**src/rtl/async_rx_flags.sv**
```systemverilog
module async_rx_flags #(
  parameter int OSR = 16
) (
  input  logic       clk,
  input  logic       rst_n,
  input  logic       os_tick,
  input  logic       rxd,
  input  logic       cfg_seven,
  input  logic       cfg_par_en,
  input  logic       cfg_par_odd,
  input  logic       cfg_two_stop,
  input  logic       int_en,
  input  logic       clr_full,
  input  logic       clr_ovr,
  input  logic       clr_frm,
  input  logic       clr_par,
  output logic [7:0] rx_data,
  output logic       rx_full,
  output logic       err_ovr,
  output logic       err_frm,
  output logic       err_par,
  output logic       irq_end,
  output logic       irq_err
);
  localparam int CW = $clog2(OSR);
  localparam logic [CW-1:0] MID  = CW'(OSR/2 - 1);
  localparam logic [CW-1:0] LAST = CW'(OSR - 1);

  typedef enum logic [2:0] {IDLE, START, DATA, PAR, STOP, STOP2} st_t;
  st_t st;

  logic [2:0] sync;
  logic [CW-1:0] cnt;
  logic [2:0] bidx;
  logic [7:0] shreg;
  logic pbit;
  logic rxs, fall, err_any, samp;
  logic [7:0] word;
  logic done, set_ovr, set_frm, set_par, set_full, load;

  assign rxs     = sync[1];
  assign fall    = sync[2] & ~sync[1];
  assign err_any = err_ovr | err_frm | err_par;
  assign samp    = os_tick && (cnt == LAST);
  assign word    = cfg_seven ? {1'b0, shreg[7:1]} : shreg;

  assign done     = (st == STOP) && samp;
  assign set_ovr  = done && rx_full;
  assign load     = done && !rx_full;
  assign set_frm  = load && !rxs;
  assign set_par  = load && cfg_par_en && ((^word) ^ pbit ^ cfg_par_odd);
  assign set_full = load && !set_frm && !set_par;

  always_ff @(posedge clk or negedge rst_n) begin
    if (!rst_n) sync <= 3'b111;
    else        sync <= {sync[1:0], rxd};
  end

  always_ff @(posedge clk or negedge rst_n) begin
    if (!rst_n) begin
      st    <= IDLE;
      cnt   <= '0;
      bidx  <= '0;
      shreg <= '0;
      pbit  <= 1'b0;
    end else begin
      case (st)
        IDLE: if (fall && !err_any) begin
          st  <= START;
          cnt <= '0;
        end
        START: if (os_tick) begin
          if (cnt == MID) begin
            cnt  <= '0;
            bidx <= '0;
            st   <= rxs ? IDLE : DATA;
          end else cnt <= cnt + 1'b1;
        end
        default: if (os_tick) cnt <= cnt + 1'b1;
      endcase
      if (samp) begin
        case (st)
          DATA: begin
            shreg <= {rxs, shreg[7:1]};
            bidx  <= bidx + 1'b1;
            if (bidx == (cfg_seven ? 3'd6 : 3'd7))
              st <= cfg_par_en ? PAR : STOP;
          end
          PAR:   begin pbit <= rxs; st <= STOP; end
          STOP:  st <= cfg_two_stop ? STOP2 : IDLE;
          STOP2: st <= IDLE;
          default: ;
        endcase
      end
    end
  end

  always_ff @(posedge clk or negedge rst_n) begin
    if (!rst_n) begin
      rx_data <= '0;
      rx_full <= 1'b0;
      err_ovr <= 1'b0;
      err_frm <= 1'b0;
      err_par <= 1'b0;
    end else begin
      if (load) rx_data <= word;
      rx_full <= !clr_full && (rx_full || set_full);
      err_ovr <= !clr_ovr  && (err_ovr || set_ovr);
      err_frm <= !clr_frm  && (err_frm || set_frm);
      err_par <= !clr_par  && (err_par || set_par);
    end
  end

  assign irq_end = int_en & rx_full;
  assign irq_err = int_en & err_any;
endmodule


```
**config.mk**
```make
export PLATFORM = sky130hd
export DESIGN_NAME = async_rx_flags
export DESIGN_NICKNAME = d
export VERILOG_FILES = /design/src/rtl/async_rx_flags.sv
export SDC_FILE = /design/constraint.sdc
export NUM_CORES = 1
export LEC_CHECK = 0
export BUFFER_PORTS_ARGS = -buffer_cell sky130_fd_sc_hd__buf_2
export CAP_MARGIN = 15
export CORE_ASPECT_RATIO = 1.2
export CORE_MARGIN = 2
export CORE_UTILIZATION = 55
export DETAILED_ROUTE_END_ITERATION = 12
export HOLD_SLACK_MARGIN = 0.02
export PLACE_DENSITY = 0.79
export SYNTH_ARGS = -nofsm -noshare
export SYNTH_HDL_FRONTEND = slang
export SYNTH_SLANG_ARGS = --single-unit
```
**constraint.sdc**
```tcl
create_clock -name clk -period 2.42 [get_ports clk]
set_clock_uncertainty 0.2 [all_clocks]
set_input_delay 0.605 -clock clk [delete_from_list [all_inputs] [get_ports clk]]
set_output_delay 0.605 -clock clk [all_outputs]
set_load 0.02 [all_outputs]
```
# Yosys cells after proc, flatten, opt, wreduce, memory -nomap -nowiden
# Index checks and enable logic that the tools add are counted.
# totals
regBits	34
output_inout_bits	14
# classes
addsub	2
eq_ne	10
muxes	22
n_bitwise	8
reduce_logical	33
# op_table
operator	n
2-to-1 mux 3 bit	12
2-to-1 mux 4 bit	4
logical AND 1 bit	14
one-hot mux 3 bit (4 select lines)	1
logical NOT 1 bit	9
2-to-1 mux 8 bit	1
one-hot mux 4 bit (2 select lines)	1
XOR reduction 8 bit	1
== test 3 x 2 -> 1 bit, second input constant	2
== test 3 bit, second input constant	2
one-hot mux 3 bit (2 select lines)	1
adder 4 x 1 -> 4 bit, second input constant	1
== test 4 x 3 -> 1 bit, second input constant	1
== test 4 bit, second input constant	1
logical OR 1 bit	4
!= test 2 bit, second input constant	2
AND reduction 2 bit	2
adder 3 x 1 -> 3 bit, second input constant	1
bitwise AND 1 bit	3
== test 3 x 1 -> 1 bit, second input constant	1
== test 3 bit	1
logical NOT 3 bit	1
AND reduction 3 bit	1
2-to-1 mux 2 bit	1
5 further kinds	7

# Logic depth before layout (Yosys ltp)
# Gate-level depths: netlist of the first run.
# depth
word_depth	10
ltp_mapped	6
mapped_depth_nobuf	6

# Worst setup path before layout of the first run
# No wires, ideal clock.
# synth_path
kind	in2reg
from	input cfg_seven
to	register rx_full
setup_ns	0.099
arrival_ns	1.815
required_time_ns	2.121
path_slack_ns	0.305
path_stages	4
path_cell_list	mux2i_1 xnor3_1 xnor3_1 a311oi_1
# synth_via
elab_chain_len	9
# synth_rtl
element	line	rtl
start: declaration	8	input logic cfg_seven,
2-to-1 mux 8 bit	45	assign word = cfg_seven ? {1'b0, shreg[7:1]} : shreg;
XOR reduction 8 bit	51	assign set_par = load && cfg_par_en && ((^word) ^ pbit ^ cfg_par_odd);
XOR 1 bit (2 in a row)	51	
logical AND 1 bit	51	
logical NOT 1 bit	52	assign set_full = load && !set_frm && !set_par;
logical AND 1 bit	52	
logical OR 1 bit	107	rx_full <= !clr_full && (rx_full || set_full);
logical AND 1 bit	107	
end signal: assignment	107	
end: declaration	18	output logic rx_full,
# No other way between the ends.
# A chain may end at the register's enable or synchronous reset.

# Worst setup path in the final report of the first run
# layout_path
from	register err_frm
to	output irq_err
# layout_via
elab_chain_len	3
# layout_rtl
element	line	rtl
start: declaration	20	output logic err_frm,
start signal: assignment	109	err_frm <= !clr_frm && (err_frm || set_frm);
bitwise OR 1 bit (2 in a row)	43	assign err_any = err_ovr | err_frm | err_par;
bitwise AND 1 bit	115	assign irq_err = int_en & err_any;
end: declaration	23	output logic irq_err
# No other way between the ends.

==> results of run 1 <==
[area by class of cell]
cell class | instances | area, um2 | area share (%)
Timing Repair Buffer | 30 | 160 | 8.32
Multi-Input combinational cell | 110 | 783 | 40.7
Sequential cell | 34 | 855 | 44.4
Clock buffer | 6 | 41.3 | 2.15
Clock inverter | 2 | 10.0 | 0.520
Tap cell | 36 | 45.0 | 2.34
Inverter | 8 | 30.0 | 1.56
[placed cells by master, fill, tap and decap left out, types with 6 or more instances in the layout]
cell	n
a21oi_1	16
buf_2	26
dfrtp_1	31
inv_1	8
mux2_2	9
mux2i_1	9
nor2_1	16
o21ai_0	6
[worst paths after layout]
path / end / slack, ns
worst max-delay path: irq_err / 0.08
worst min-delay path: st[1] / 0.1
worst max register to register: shreg[5] / 0.27
worst min register to register: sync[1] / 0.16
max in group asynchronous: shreg[5] / 1.42
min in group clk: sync[0] / 0.15
[cell families after synthesis]
| kind of cell | after synthesis | synth area share [%] |
|---|---|---|
| buffers and inverters | 14 | 3.75 |
| XOR/XNOR | 11 | 7.28 |
| flip-flops | 34 | 50.2 |
| multiplexers | 18 | 11.3 |
| adder cells (fa/ha/maj) | 2 | 1.47 |
| AO/OA/AOI/OAI | 32 | 11.4 |
| AND/OR/NAND/NOR | 47 | 14.6 |
[report_power, final]
group          switching, uW  internal, uW  leakage (uW)  total, uW
Clock                    189           111     0.0000320        300
Sequential              63.5           619      0.000448        682
Combinational            169           126      0.000509        295
Total                    421           856      0.000989       1280
[layer usage]
layer	global-route usage, %	vias up	routed length [um]
met3	8.29	12	156
met5	0	-	0
li1	-	616	-
met2	40.5	38	1880
met4	13.8	0	120
met1	23.9	636	1400
[registers in the layout, indices dropped and copies added (netlist names)]
register / flops
rx_full: 1
st: 3
rx_data: 8
sync: 3
cnt: 4
err_par: 1
shreg: 8
bidx: 3
pbit: 1
err_ovr: 1
err_frm: 1
[per-stage QoR]
stage	setup WS (ns)	hold WS (ns)	instances	total power, uW
global route	0.0105	0.122	226	1360
global placement	0.112	0.147	218	952
detailed placement	0.109	0.152	218	983
CTS	0.0594	0.118	226	1290
floorplan	0.305	0.109	158	901
finish	0.0787	0.0999	226	1280
==> impl_metrics.py, run 1 <==
metrics = {
    "power": {
        "ir_drop_v": 0.000530,
        "p_leak_uw": 0.000989,
        "power_density_nw_per_um2": 664,
    },
    "timing": {
        "finalHoldViolations": 0,
        "setup_viol": 0,
        "fin_crit_sh_pct": 96.7,
        "slew_headroom_pct": 50.8,
        "worstMarginPinSlew_ns": 0.738,
        "rsz0062_at_grt": "false",
        "finalSetupTns_ns": 0,
        "min_period_ns": 2.34,
        "maxSlewViolCount": 0,
        "timing.fmax_mhz": 427,
    },
    "synthesis": {
        "netlist_instances": 158,
        "synth_top_area_cell": "dfrtp_1",
        "synthArstFlopShare_pct": 100,
        "synthFlopType": "dfrtp_1",
        "synth_top_area_share_pct": 45.6,
        "yosysMostFrequentCell": "dfrtp_1",
        "syn_area_per_cell_um2": 10.8,
        "ys_seq_area_share_pct": 50.2,
        "syn_area_um2": 1700,
        "synthTopCellsByArea": "dfrtp_1 46%, mux2_2 6.0%, mux2i_1 5.3%",
        "synth_commonest_cells": "31 x dfrtp_1, 16 x a21oi_1, 16 x nor2_1, 9 x mux2_2, 9 x mux2i_1",
        "synth.distinct_cells": 36,
        "yosysWarningCount": 0,
        "synth_edf_count": 0,
        "synth-seq-cells": 34,
        "syn_nets": 173,
    },
    "clock_tree": {
        "cts_hold_buf": 0,
        "insertion_delay_ns": 0.35,
        "cts_sinks": 34,
        "cts_tree": "built",
        "clk_pin_slew_ns": 0.12,
        "cts.htree.levels": 2,
        "postCtsResizedCells": 0,
        "cts_root_buf": "clkbuf_4",
        "numCtsBuffers": 5,
        "cts.path.max_buffers": 2,
        "post-cts-setup-buffers": 0,
    },
    "die": {
        "start_util_pct": 56.7,
        "rows": 22,
        "ios": 27,
        "die_area_um2": 3560,
        "die_h_um": 64.9,
        "core_area_um2": 3000,
        "die_w_um": 54.8,
    },
    "cells_and_area": {
        "fill_cells": 253,
        "area_delta_synth_final_pct": 13.1,
        "fin_nets": 204,
        "final_util_pct": 64.1,
        "n_antenna_cell": 0,
        "layout-drive-gt1-share_pct": 27.4,
        "final_area_um2": 1920,
    },
    "route": {
        "dr_total_vias": 1302,
        "drtIter0Drc": 21,
        "wl_per_cell_um": 15.7,
        "finalWirelength_um": 3550,
        "drc": 0,
        "drtPass1Iterations": 4,
        "ant_nets": 0,
        "viasPerCell": 5.76,
    },
    "critical_path": {
        "r2r_start": "cnt[0]",
        "critPathArrivalTime_ns": 1.54,
        "cp_slowest_cell": "or3_1",
        "startpoint": "err_frm",
        "cp.depth": 3,
        "cp_top_family": "simple AND/OR/NAND/NOR gates",
        "crit_required_ns": 1.62,
        "crit_chain": "or3_1 -> and2_1 -> buf_2",
        "r2r_cells": 5,
        "path_buf_inv": 1,
        "start_kind": "flop",
        "path_class": "flop to output port",
        "crit_path_max_incr_delay_ns": 0.45,
        "critPathMaxFanout": 3,
        "end_kind": "output port",
    },
    "place": {
        "place_area_um2": 1870,
        "place_hpwl_um": 2570,
        "gp_congestion": 0.786,
        "io_buffers": 26,
    },
    "status": {
        "status": "completed",
    },
    "min_path": {
        "min_path_type": "input pin to async pin",
    },
    "grt": {
        "grt_max_degree": 35,
        "overflow": 0,
        "grt_pass1_vias": 1337,
        "antenna_found_initial": 0,
        "track_usage_pct": 23.8,
        "grt_pass1_wl_um": 5870,
    },
    "run": {
        "max_cap_viol_count": 0,
    },
}
Note: power is estimated with default switching activity, not from simulation.
==> run 2, diff against run 1 <==
==> constraint.sdc (replaced) <==
create_clock -name clk -period 2.42 [get_ports clk]
set_clock_uncertainty 0.2 [all_clocks]
set_input_delay 0.484 -clock clk [delete_from_list [all_inputs] [get_ports clk]]
set_output_delay 0.484 -clock clk [all_outputs]
set_load 0.02 [all_outputs]
==> run 2 against run 1 <==
Net effect:
- core utilization shrank 0.083 points
- maximum frequency grew 6.6%
- sequential power is essentially flat
- non-clock buffer count is the same
- final cell count is the same
- wire length shrank 1.4%
- global-route usage shrank 0.63 points
- count of clock-buffer cells in the layout grew 2
- cell area shrank 0.13%
- sequential share of layout area grew 0.058 points
- via count shrank 0.84%
- critical path type unchanged
- largest cell class unchanged
- largest power group unchanged
==> impl_metrics.py, run 2 (synthesis results as in run 1) <==
metrics = {
    "clock_tree": {
        "cts.path.max_buffers": 2,
        "cts_hold_buf": 0,
        "numCtsBuffers": 5,
        "postCtsResizedCells": 0,
        "cts_root_buf": "clkbuf_4",
        "insertion_delay_ns": 0.33,
        "clk_pin_slew_ns": 0.10,
        "cts_tree": "built",
        "cts_sinks": 34,
        "cts.htree.levels": 2,
        "post-cts-setup-buffers": 0,
    },
    "cells_and_area": {
        "fin_nets": 204,
        "area_delta_synth_final_pct": 12.9,
        "layout-drive-gt1-share_pct": 26.3,
        "final_util_pct": 64.1,
        "final_cell_mix": "31 x dfrtp_1, 26 x buf_2, 16 x a21oi_1, 16 x nor2_1",
        "n_antenna_cell": 0,
        "largestRegisters": "rx_data: 8 flops, shreg: 8 flops, cnt: 4 flops",
        "fill_cells": 254,
        "layout_commonest_cell": "dfrtp_1",
    },
    "route": {
        "drc": 0,
        "drtPass1Iterations": 4,
        "drtIter0Drc": 42,
        "viasPerCell": 5.71,
        "finalWirelength_um": 3500,
        "ant_nets": 0,
        "wl_per_cell_um": 15.5,
        "dr_total_vias": 1291,
    },
    "status": {
        "status": "completed",
    },
    "critical_path": {
        "cp_top_family": "simple AND/OR/NAND/NOR gates",
        "path_buf_inv": 1,
        "crit_path_max_incr_delay_ns": 0.45,
        "r2r_setup_slack_ns": 0.33,
        "crit_chain": "or3_1 -> and2_1 -> buf_2",
        "r2r_start": "st[1]",
        "crit_required_ns": 1.74,
        "critPathArrivalTime_ns": 1.51,
        "start_kind": "flop",
        "cp_slowest_cell": "or3_1",
        "critPathMaxFanout": 3,
        "end_kind": "output port",
        "path_class": "flop to output port",
        "worstReg2RegEnd": "cnt[3]",
        "r2r_cells": 5,
        "startpoint": "err_frm",
    },
    "grt": {
        "overflow": 0,
        "track_usage_pct": 23.2,
        "antenna_found_initial": 0,
        "grt_max_degree": 35,
        "grt_pass1_wl_um": 5760,
        "grt_pass1_vias": 1295,
    },
    "timing": {
        "worstMarginPinSlew_ns": 0.743,
        "finalSetupTns_ns": 0,
        "setup_viol": 0,
        "finalHoldViolations": 0,
        "rsz0062_at_grt": "false",
        "timing.fmax_mhz": 455,
        "slew_headroom_pct": 50.5,
        "fin_crit_sh_pct": 90.8,
        "min_period_ns": 2.20,
        "maxSlewViolCount": 0,
    },
    "run": {
        "max_cap_viol_count": 0,
    },
    "place": {
        "place_hpwl_um": 2570,
        "gp_congestion": 0.776,
        "io_buffers": 26,
    },
    "die": {
        "ios": 27,
        "die_area_um2": 3560,
        "die_h_um": 64.9,
        "start_util_pct": 56.7,
        "die_w_um": 54.8,
        "rows": 22,
        "core_area_um2": 3000,
    },
    "min_path": {
        "min_path_type": "input pin to async pin",
    },
    "power": {
        "power_density_nw_per_um2": 657,
        "p_leak_uw": 0.000983,
        "ir_drop_v": 0.000548,
    },
}
run 2: cell types whose count changed in the layout (fill, tap and decap cells not counted):
| cell | delta |
|---|---|
| clkinv_2 | -2 |
| clkbuf_1 | +2 |
run 2: power breakdown:
| part | total (uW) | internal (uW) | switching [uW] |
|---|---|---|---|
| clock | 289 | 116 | 174 |
| sequential | 684 | 619 | 65.4 |
| combinational | 288 | 125 | 163 |
| total | 1260 | 860 | 402 |
run 2: per-stage QoR:
step	std cells	instance area [um2]	total power (uW)	hold WS, ns	setup WS (ns)
6_report	226	1920	1260	0.00175	0.224
5_1_grt	226	1920	1350	0.0218	0.160
4_1_cts	226	1920	1270	0.0266	0.217
3_5_place_dp	218	1870	979	0.153	0.243
3_3_place_gp	218	1870	951	0.147	0.232
2_1_floorplan	158	1700	901	-0.0116	0.387
run 2: worst max path at each step:
stage | cells after the start | slack (ns) | to
floorplan | 5 | 0.39 | shreg[0]
global placement | 5 | 0.23 | rx_full
detailed placement | 5 | 0.24 | rx_full
CTS | 3 | 0.22 | irq_err
global route | 3 | 0.16 | irq_err
finish | 3 | 0.22 | irq_err
run 2: per-layer routing:
layer  share of wire [%]  track usage [%]
met4                 2.0             10.0
met2                  53             38.5
met3                 5.5             7.83
met5                   0                0
met1                  40             26.0
run 2: final cells by class:
cell class	count	area, um2	area share [%]
inverter	8	30.0	1.56
clock buffer	8	48.8	2.54
tap	36	45.0	2.34
sequential	34	855	44.5
timing repair buffer	30	160	8.33
multi-input combinational	110	783	40.8
run 2: worst register-to-register path: cells and delay by family (launching register included):
family | cells | cell delay, ns
and+or+nand+nor | 3 | 0.84
DFF | 1 | 0.51
AOI/OAI and AO/OA | 2 | 0.49
==> run 3, diff against run 2 <==
CORE_UTILIZATION = 50   (was 55)
PLACE_DENSITY = 0.73   (was 0.79)
==> run 3 against run 2 <==
Net effect:
- worst hold slack improved by 0.056 ns
- highest routed layer unchanged
- count of clock-buffer cells in the layout decreased by 1
- sequential power fell by 3.1%
==> impl_metrics.py, run 3 (synthesis results as in run 1) <==
metrics = {
    "status": {
        "status": "completed",
    },
    "route": {
        "finalWirelength_um": 3350,
        "wl_met3_um": 163,
        "top_layer_used": "met4",
        "drc": 0,
        "drtIter0Drc": 34,
        "dr_total_vias": 1276,
        "route.met2.wl_um": 1820,
        "wl_per_cell_um": 14.7,
        "drtPass1Iterations": 4,
        "met1_length_um": 1310,
        "ant_nets": 0,
        "viasPerCell": 5.60,
    },
    "die": {
        "die_area_um2": 3890,
        "start_util_pct": 51.4,
        "rows": 23,
        "die_h_um": 67.9,
        "die_w_um": 57.3,
        "core_area_um2": 3310,
        "ios": 27,
    },
    "critical_path": {
        "crit_chain": "or3_1 -> and2_1 -> buf_2",
        "cp_top_family": "simple AND/OR/NAND/NOR gates",
        "start_kind": "flop",
        "crit_path_max_incr_delay_ns": 0.43,
        "crit_required_ns": 1.74,
        "critPathMaxFanout": 3,
        "path_buf_inv": 1,
        "end_kind": "output port",
        "cp_slowest_cell": "or3_1",
        "critPathArrivalTime_ns": 1.44,
        "path_class": "flop to output port",
    },
    "clock_tree": {
        "insertion_delay_ns": 0.29,
        "numCtsBuffers": 5,
        "cts_sinks": 34,
        "postCtsResizedCells": 0,
        "clk_pin_slew_ns": 0.07,
        "cts_hold_buf": 0,
        "post-cts-setup-buffers": 0,
        "cts_root_buf": "clkbuf_8",
        "cts_tree": "built",
        "cts.path.max_buffers": 2,
        "cts.htree.levels": 2,
    },
    "cells_and_area": {
        "layout-drive-gt1-share_pct": 27.7,
        "fin_nets": 205,
        "final_cell_mix": "31 x dfrtp_1, 26 x buf_2, 16 x a21oi_1, 16 x nor2_1",
        "fin_cells": 228,
        "largestRegisters": "rx_data: 8 flops, shreg: 8 flops, cnt: 4 flops",
        "n_antenna_cell": 0,
        "final_area_um2": 1970,
        "layout_commonest_cell": "dfrtp_1",
        "area_delta_synth_final_pct": 16.0,
    },
    "timing": {
        "fin_crit_sh_pct": 87.9,
        "min_period_ns": 2.13,
        "finalHoldViolations": 0,
        "timing.fmax_mhz": 470,
        "finalSetupTns_ns": 0,
        "worstMarginPinSlew_ns": 0.739,
        "maxSlewViolCount": 0,
        "rsz0062_at_grt": "false",
        "setup_viol": 0,
        "slew_headroom_pct": 50.7,
    },
    "grt": {
        "grt_pass1_wl_um": 5710,
        "grt_pass1_vias": 1307,
        "overflow": 0,
        "track_usage_pct": 19.7,
        "antenna_found_initial": 0,
        "grt_max_degree": 35,
    },
    "power": {
        "power_frac_comb_pct": 22.2,
        "switchingPower_uw": 421,
        "swShare_pct": 30.0,
        "ir_drop_v": 0.000596,
        "total_power_uw": 1400,
        "p_int_uw": 984,
        "power_frac_clock_pct": 30.6,
        "p_leak_uw": 0.00101,
        "p_seq_share_pct": 47.2,
        "power_density_nw_per_um2": 712,
    },
    "place": {
        "place_hpwl_um": 2440,
        "io_buffers": 26,
        "place_area_um2": 1880,
        "gp_congestion": 0.888,
        "dp_cells": 220,
    },
    "min_path": {
        "min_path_type": "input pin to async pin",
    },
    "run": {
        "max_cap_viol_count": 0,
    },
}
run 3: layout make-up:
type | instances | area [um2]
clock inverter | 1 | 5.00
clock buffer | 7 | 86.3
sequential | 34 | 855
fill | 276 | 1340
tap | 37 | 46.3
timing repair buffer | 31 | 168
inverter | 8 | 30.0
multi-input combinational | 110 | 783
run 3: power by group through the flow:
stage	combinational [uW]	clock, uW	sequential, uW
floorplan	232	0	669
global placement	294	0	671
detailed placement	309	0	674
CTS	311	439	663
global route	354	462	670
finish	312	430	663
run 3: path summary, 6_finish.rpt:
kind                         start        to  slack [ns]  cells after the start
max                        err_frm   irq_err        0.29                      3
min                          rst_n  shreg[1]        0.06                      1
max reg2reg                 cnt[0]  shreg[3]        0.34                      5
min reg2reg                sync[0]   sync[1]        0.16                      0
max in group asynchronous    rst_n  shreg[7]        1.49                      1
min in group clk               rxd   sync[0]        0.10                      1
run 3: worst register-to-register path: stages (launching register included):
cell and delay [ns]:
dfrtp_1 0.40, ha_1 0.26, nand4_1 0.29, nor3_1 0.22, buf_4 0.24, mux2_2 0.36
run 3: metrics by stage:
stage,hold WS [ns],utilization (%),setup slack (ns)
after floorplan,-0.0116,-,0.387
after global placement,0.149,56.9,0.279
after detailed placement,0.152,56.9,0.174
after CTS,0.0780,59.6,0.290
after global routing,0.0773,59.6,0.235
final,0.0580,59.6,0.294
run 3: layer usage:
| metal | up-vias | track usage, % |
|---|---|---|
| met2 | 39 | 37.9 |
| met4 | 0 | 9.01 |
| met3 | 5 | 5.86 |
| met5 | - | 0 |
| li1 | 617 | - |
| met1 | 615 | 19.3 |
